### config.mk
export PLATFORM = sky130hd
export DESIGN_NAME = rvx_exec_stage
export DESIGN_NICKNAME = d
export VERILOG_FILES = /design/src/rtl/rvx_pkg.sv /design/src/rtl/rvx_alu.sv /design/src/rtl/rvx_shifter.sv /design/src/rtl/rvx_branch.sv /design/src/rtl/rvx_onehot_mux.sv /design/src/rtl/rvx_exec_stage.sv
export SDC_FILE = /design/constraint.sdc
export NUM_CORES = 1
export LEC_CHECK = 0
export BUFFER_PORTS_ARGS = -buffer_cell sky130_fd_sc_hd__buf_2
export CELL_PAD_IN_SITES_DETAIL_PLACEMENT = 2
export CELL_PAD_IN_SITES_GLOBAL_PLACEMENT = 2
export CORE_ASPECT_RATIO = 1.2
export CORE_MARGIN = 2
export CORE_UTILIZATION = 25
export CTS_CLUSTER_DIAMETER = 200
export DETAILED_ROUTE_END_ITERATION = 16
export PLACE_DENSITY = 0.77
export SYNTH_ARGS = -nofsm -noshare
export SYNTH_HDL_FRONTEND = slang
export SYNTH_SLANG_ARGS = --single-unit
### constraint.sdc
create_clock -name clk -period 12.8 [get_ports clk]
set_input_delay 1.28 -clock clk [delete_from_list [all_inputs] [get_ports clk]]
set_output_delay 1.28 -clock clk [all_outputs]
set_load 0.03 [all_outputs]
### src/rtl/rvx_pkg.sv
package rvx_pkg;
  localparam int XLEN = 32;

  localparam logic [2:0] F3_ADD  = 3'b000;
  localparam logic [2:0] F3_SLL  = 3'b001;
  localparam logic [2:0] F3_SLT  = 3'b010;
  localparam logic [2:0] F3_SLTU = 3'b011;
  localparam logic [2:0] F3_XOR  = 3'b100;
  localparam logic [2:0] F3_SR   = 3'b101;
  localparam logic [2:0] F3_OR   = 3'b110;
  localparam logic [2:0] F3_AND  = 3'b111;

  // branch condition codes share the funct3 field
  localparam logic [2:0] BR_EQ  = 3'b000;
  localparam logic [2:0] BR_NE  = 3'b001;
  localparam logic [2:0] BR_LT  = 3'b100;
  localparam logic [2:0] BR_GE  = 3'b101;
  localparam logic [2:0] BR_LTU = 3'b110;
  localparam logic [2:0] BR_GEU = 3'b111;

  // bit positions inside the one-hot selects
  localparam int WB_ALU = 0;
  localparam int WB_PC4 = 1;
  localparam int WB_MEM = 2;
  localparam int WB_CNT = 3;
  localparam int WB_N   = 4;

  localparam int NP_PC4  = 0;
  localparam int NP_ALU  = 1;
  localparam int NP_COND = 2;
  localparam int NP_N    = 3;
endpackage

### src/rtl/rvx_alu.sv
module rvx_alu
  import rvx_pkg::*;
#(
  parameter int W = XLEN
) (
  input  logic [W-1:0] a,
  input  logic [W-1:0] b,
  input  logic         op_sel,
  input  logic [2:0]   funct3,
  input  logic         qual,
  output logic [W-1:0] result
);
  logic         sub;
  logic [W-1:0] b_eff;
  logic [W-1:0] sum;
  logic         lt_s;
  logic         lt_u;

  always_comb begin
    sub    = op_sel & qual & (funct3 == F3_ADD);
    b_eff  = sub ? ~b : b;
    sum    = a + b_eff + {{(W-1){1'b0}}, sub};
    lt_s   = $signed(a) < $signed(b);
    lt_u   = a < b;
    result = sum;
    if (op_sel) begin
      case (funct3)
        F3_ADD:  result = sum;
        F3_SLT:  result = {{(W-1){1'b0}}, lt_s};
        F3_SLTU: result = {{(W-1){1'b0}}, lt_u};
        F3_XOR:  result = a ^ b;
        F3_OR:   result = a | b;
        F3_AND:  result = a & b;
        default: result = '0; // shift codes are served by the shifter
      endcase
    end
  end
endmodule

### src/rtl/rvx_shifter.sv
module rvx_shifter #(
  parameter int W   = 32,
  localparam int SHW = $clog2(W)
) (
  input  logic           clk,
  input  logic           rst,
  input  logic           start,
  input  logic           left,
  input  logic           arith,
  input  logic [W-1:0]   din,
  input  logic [SHW-1:0] amt,
  output logic           busy,
  output logic           done,
  output logic [SHW-1:0] cnt,
  output logic [W-1:0]   dout
);
  logic         dir_left;
  logic         fill_sign;
  logic [W-1:0] step;

  always_comb begin
    if (dir_left) step = {dout[W-2:0], 1'b0};
    else          step = {fill_sign & dout[W-1], dout[W-1:1]};
  end

  always_ff @(posedge clk) begin
    if (rst) begin
      busy      <= 1'b0;
      cnt       <= '0;
      dout      <= '0;
      dir_left  <= 1'b0;
      fill_sign <= 1'b0;
    end else if (start && !busy) begin
      busy      <= 1'b1;
      cnt       <= amt;
      dout      <= din;
      dir_left  <= left;
      fill_sign <= arith;
    end else if (busy) begin
      if (cnt != '0) begin
        dout <= step;
        cnt  <= cnt - 1'b1;
      end else begin
        busy <= 1'b0;
      end
    end
  end

  assign done = busy && (cnt == '0);
endmodule

### src/rtl/rvx_branch.sv
module rvx_branch
  import rvx_pkg::*;
#(
  parameter int W = XLEN
) (
  input  logic [W-1:0] x,
  input  logic [W-1:0] y,
  input  logic [2:0]   cond,
  output logic         taken
);
  always_comb begin
    case (cond)
      BR_EQ:   taken = (x == y);
      BR_NE:   taken = (x != y);
      BR_LT:   taken = $signed(x) <  $signed(y);
      BR_GE:   taken = $signed(x) >= $signed(y);
      BR_LTU:  taken = x <  y;
      BR_GEU:  taken = x >= y;
      default: taken = 1'b0;
    endcase
  end
endmodule

### src/rtl/rvx_onehot_mux.sv
module rvx_onehot_mux #(
  parameter int N = 4,
  parameter int W = 32
) (
  input  logic [N-1:0]   sel,
  input  logic [N*W-1:0] din,
  output logic [W-1:0]   dout
);
  logic [W-1:0] term [N];

  for (genvar i = 0; i < N; i++) begin : g_term
    assign term[i] = din[i*W +: W] & {W{sel[i]}};
  end

  always_comb begin
    dout = '0;
    for (int i = 0; i < N; i++) dout = dout | term[i];
  end
endmodule

### src/rtl/rvx_exec_stage.sv
module rvx_exec_stage
  import rvx_pkg::*;
#(
  parameter int W = XLEN,
  localparam int SHW = $clog2(W)
) (
  input  logic          clk,
  input  logic          rst,
  input  logic          issue_valid,
  input  logic          op_sel,
  input  logic          src1_pc,
  input  logic          src2_imm,
  input  logic [2:0]    funct3,
  input  logic          qual,
  input  logic [WB_N-1:0] wb_sel,
  input  logic [NP_N-1:0] pc_sel,
  input  logic [W-1:0]  rs1_val,
  input  logic [W-1:0]  rs2_val,
  input  logic [W-1:0]  pc,
  input  logic [W-1:0]  imm,
  input  logic [W-1:0]  load_data,
  input  logic [W-1:0]  counter_val,
  output logic [W-1:0]  alu_result,
  output logic [W-1:0]  wb_value,
  output logic [W-1:0]  next_pc,
  output logic          branch_taken,
  output logic          wait_req,
  output logic          res_valid
);
  localparam logic [W-1:0] PC_STEP = W'(4);

  logic [W-1:0]   op_a;
  logic [W-1:0]   op_b;
  logic [W-1:0]   core_res;
  logic           is_shift;
  logic           shf_start;
  logic           shf_busy;
  logic           shf_done;
  logic [SHW-1:0] shf_cnt;
  logic [W-1:0]   shf_res;
  logic [W-1:0]   pc_plus4;
  logic [W-1:0]   jump_tgt;
  logic [W-1:0]   cond_tgt;

  assign op_a = src1_pc  ? pc  : rs1_val;
  assign op_b = src2_imm ? imm : rs2_val;

  rvx_alu #(.W(W)) u_alu (
    .a(op_a), .b(op_b), .op_sel(op_sel), .funct3(funct3), .qual(qual),
    .result(core_res)
  );

  assign is_shift  = op_sel && (funct3 == F3_SLL || funct3 == F3_SR);
  assign shf_start = issue_valid && is_shift;

  rvx_shifter #(.W(W)) u_shf (
    .clk(clk), .rst(rst), .start(shf_start),
    .left(funct3 == F3_SLL), .arith(qual),
    .din(op_a), .amt(op_b[SHW-1:0]),
    .busy(shf_busy), .done(shf_done), .cnt(shf_cnt), .dout(shf_res)
  );

  assign wait_req   = shf_start && !shf_done;
  assign res_valid  = issue_valid && !wait_req;
  assign alu_result = is_shift ? shf_res : core_res;

  rvx_branch #(.W(W)) u_br (
    .x(rs1_val), .y(rs2_val), .cond(funct3), .taken(branch_taken)
  );

  assign pc_plus4 = pc + PC_STEP;
  assign jump_tgt = {alu_result[W-1:1], 1'b0};
  assign cond_tgt = branch_taken ? jump_tgt : pc_plus4;

  rvx_onehot_mux #(.N(WB_N), .W(W)) u_wb_mux (
    .sel(wb_sel),
    .din({counter_val, load_data, pc_plus4, alu_result}),
    .dout(wb_value)
  );

  rvx_onehot_mux #(.N(NP_N), .W(W)) u_pc_mux (
    .sel(pc_sel),
    .din({cond_tgt, jump_tgt, pc_plus4}),
    .dout(next_pc)
  );
endmodule

==> flow_summary.json <==
{
  "irDropWorstVdd_mv": 0.0704,
  "p_leak_nw": 5.81,
  "first_global_vias": 13700,
  "cts.path.max_buffers": 2,
  "post-route-period-util_pct": 57.7,
  "cts.repair.resized": 0,
  "final_antenna_net_count": 0,
  "ys_types": 79,
  "use_met1_pct": 27.7,
  "use_met3_pct": 4.32,
  "cp_num_buf_inv": 4,
  "post-route-min-period_ps": 7380,
  "die_x_um": 189,
  "cp-start-kind": "input pin",
  "cts-buffers-inserted": 5,
  "root_buffer": "clkbuf_16",
  "max_stage_delay_ps": 640,
  "comb_power_share_pct": 71.4,
  "grt_pass1_wl_mm": 80.5,
  "synth.avg_cell_area_um2": 7.36,
  "switching_share_pct": 55.2,
  "fin_skew_ps": 11.5,
  "yosysSeqAreaShare_pct": 7.79,
  "place_inst": 2173,
  "cp_slowest_cell": "a21oi_1",
  "cp.required_ps": 11520,
  "p_sw_mw": 0.567,
  "die_area_um2": 42700,
  "fillers": 4860,
  "place_hpwl_mm": 43.1,
  "clock_power_share_pct": 15.7,
  "maxCapViolCount": 0,
  "synth_edf_count": 0,
  "ctsHtreeMaxLevel": 2,
  "synth_seq_cells": 40,
  "crit_type": "input pin to output pin",
  "boundaryPins": 308,
  "multi_input_area_um2": 8680,
  "cp_top_family": "compound AO/OA/AOI/OAI gates",
  "netlist_instances": 1396,
  "fin_cells": 2181,
  "rsz0062_at_grt": "no",
  "cpMostUsedCell": "o21ai_0",
  "tightest_slew_ps": 1200,
  "initial_core_util_pct": 25.3,
  "finalSetupViolCount": 0,
  "slew_headroom_pct": 20.3,
  "drt-initial-drc-count": 483,
  "coreArea_um2": 40600,
  "slew_viol_final": 0,
  "yosysWarnings": 0,
  "synth-main-ff-cell": "dfxtp_1",
  "gp_congestion": 0.923,
  "gr-total-overflow": 0,
  "min_from": "u_shf.cnt[1]$_SDFFE_PP0P_",
  "hold_viol": 0,
  "wl_mm": 54.0,
  "syn_area_um2": 10300,
  "setup_tns_ps": 0,
  "seq_area_um2": 802,
  "clock.fmax_mhz": 135,
  "hp-class": "flip-flop to flip-flop",
  "total_power_mw": 1.03,
  "power.density_nw_per_um2": 82.5,
  "layout-drive-gt1-share_pct": 22.8,
  "post_drt_wl_per_cell_um": 24.8,
  "postCtsSetupRepairBufs": 0,
  "io_buffers": 307,
  "clock-sinks": 40,
  "place_area_um2": 12300,
  "cts_tree": "yes",
  "antenna_found_initial": 1,
  "nets": 2013,
  "path_clk_slew_ps": 70,
  "end_kind": "output pin",
  "drtPass1Iterations": 5,
  "internal_power_mw": 0.459,
  "post-route-util_pct": 30.6,
  "top_usage_layer": "met2",
  "use_met2_pct": 46.1,
  "core.rowCount": 81,
  "grt_max_degree": 45,
  "synthArstFlopShare_pct": 0,
  "drc": 0,
  "path_cells": "buf_2 -> or3_1 -> nor2_4 -> buf_4 -> xnor2_1 -> inv_1 -> fa_1 -> nand2b_1 -> a21oi_1 -> o21ai_0 -> o21ai_0 -> a31oi_1 -> xnor2_1 -> o21ai_0 -> a21oi_1 -> a21o_1 -> buf_2",
  "grt_usage_pct": 24.8,
  "die_height_um": 226,
  "via_count": 12000,
  "crit_fanout": 31,
  "arrival_ps": 6100,
  "n_antenna_cell": 0,
  "viasPerCell": 5.50,
  "regToRegStartpoint": "u_shf.cnt[0]$_SDFFE_PP0P_",
  "area_delta_synth_final_pct": 21.0,
  "status": "finished clean",
  "final_area_um2": 12400,
  "synthesis.nets": 1768,
  "hold_buffers": 0,
  "p_seq_share_pct": 12.8,
  "clk_latency_ps": 320,
  "crit_start": "funct3[1]"
}
## worst paths after layout
path,endpoint,slack [ps],depth (start not counted)
setup / recovery,wb_value[14],5420,17
hold / removal,u_shf.cnt[1]$_SDFFE_PP0P_,540,2
hold reg to reg,u_shf.cnt[1]$_SDFFE_PP0P_,540,2
setup reg to reg,u_shf.cnt[2]$_SDFFE_PP0P_,9690,8
## cell families after synthesis
logic type / count (synthesis) / share of synthesized area [%]
adder cells (fa/ha/maj): 163 / 19.9
XOR/XNOR: 82 / 6.99
AND/OR/NAND/NOR: 338 / 15.9
buffers and inverters: 210 / 7.96
multiplexers: 102 / 10.1
AO/OA/AOI/OAI: 461 / 31.4
flip-flops: 40 / 7.79
## flip-flops by register name (all words and copies together) (netlist names)
| name | count |
|---|---|
| u_shf.fill_sign | 1 |
| u_shf.dir_left | 1 |
| u_shf.busy | 1 |
| u_shf.cnt | 5 |
| u_shf.dout | 32 |
## power groups by stage
stage	Clock [mW]	Sequential, mW	Combinational (mW)
after floorplan	0	0.132	0.474
after global placement	0	0.134	0.712
after detailed placement	0	0.134	0.730
after CTS	0.165	0.132	0.736
after global routing	0.168	0.132	0.792
final	0.162	0.132	0.733
## layout make-up
class | count | area share, %
clock inverters | 3 | 0.342
well taps | 539 | 5.42
inverters | 128 | 3.86
clock buffers | 5 | 1.01
multi-input cells | 1146 | 69.8
flip-flops and latches | 40 | 6.45
repair buffers | 320 | 13.1
## metal layers
| layer | wire length (um) | vias up |
|---|---|---|
| li1 | - | 5576 |
| met1 | 21800 | 5916 |
| met4 | 2170 | 2 |
| met3 | 2930 | 100 |
| met5 | 13 | - |
| met2 | 27200 | 405 |
## worst min-delay path, delay by kind of cell (launching register included)
family | cells | cell delay (ps)
AND/OR/NAND/NOR | 1 | 80
AO/OA/AOI/OAI | 1 | 70
flip-flops | 1 | 350
## through the flow
step           hold slack, ps  worst slack (ps)
3_3_place_gp              467              5670
5_1_grt                   563              5100
4_1_cts                   541              5450
3_5_place_dp              494              5500
2_1_floorplan             455              5620
6_report                  541              5420
## synthesized netlist by cell type (all sizes together), types with 15 or more instances
| cell | count | area [um^2] |
|---|---|---|
| clkbuf | 60 | 225 |
| nand2 | 98 | 368 |
| o211ai | 39 | 293 |
| nand4 | 18 | 113 |
| a22oi | 55 | 413 |
| nor2b | 17 | 106 |
| a21oi | 117 | 597 |
| o2bb2ai | 23 | 314 |
| dfxtp | 40 | 801 |
| o21ai | 59 | 295 |
| a21o | 36 | 270 |
| mux2i | 98 | 988 |
| xnor2 | 56 | 490 |
| nor3 | 18 | 100 |
| xor2 | 26 | 228 |
| nand3 | 28 | 140 |
| inv | 127 | 477 |
| ha | 162 | 2030 |
| nand2b | 15 | 101 |
| nor2 | 96 | 360 |
| o22ai | 52 | 325 |
| buf | 22 | 113 |
## placed cells by master (no fill, tap or decap), types with 9 or more instances in the layout
cell,Yosys,layout
o22ai_1,52,52
and3_1,9,9
nand2_1,98,98
dfxtp_1,40,39
nor2b_1,17,17
buf_4,1,13
nor2_1,96,95
o21ai_0,56,56
nand4_1,18,18
o211ai_1,39,39
ha_1,162,162
a21oi_1,114,114
a21o_1,36,35
o221ai_1,9,9
inv_1,125,125
o2bb2ai_2,18,18
nor3_1,16,15
xor2_1,26,26
nand2b_1,14,14
buf_2,3,307
nand3_1,28,28
nor4_1,9,9
mux2i_1,96,96
xnor2_1,56,56
a22oi_1,55,55
Power figures use the tool's default switching activity.
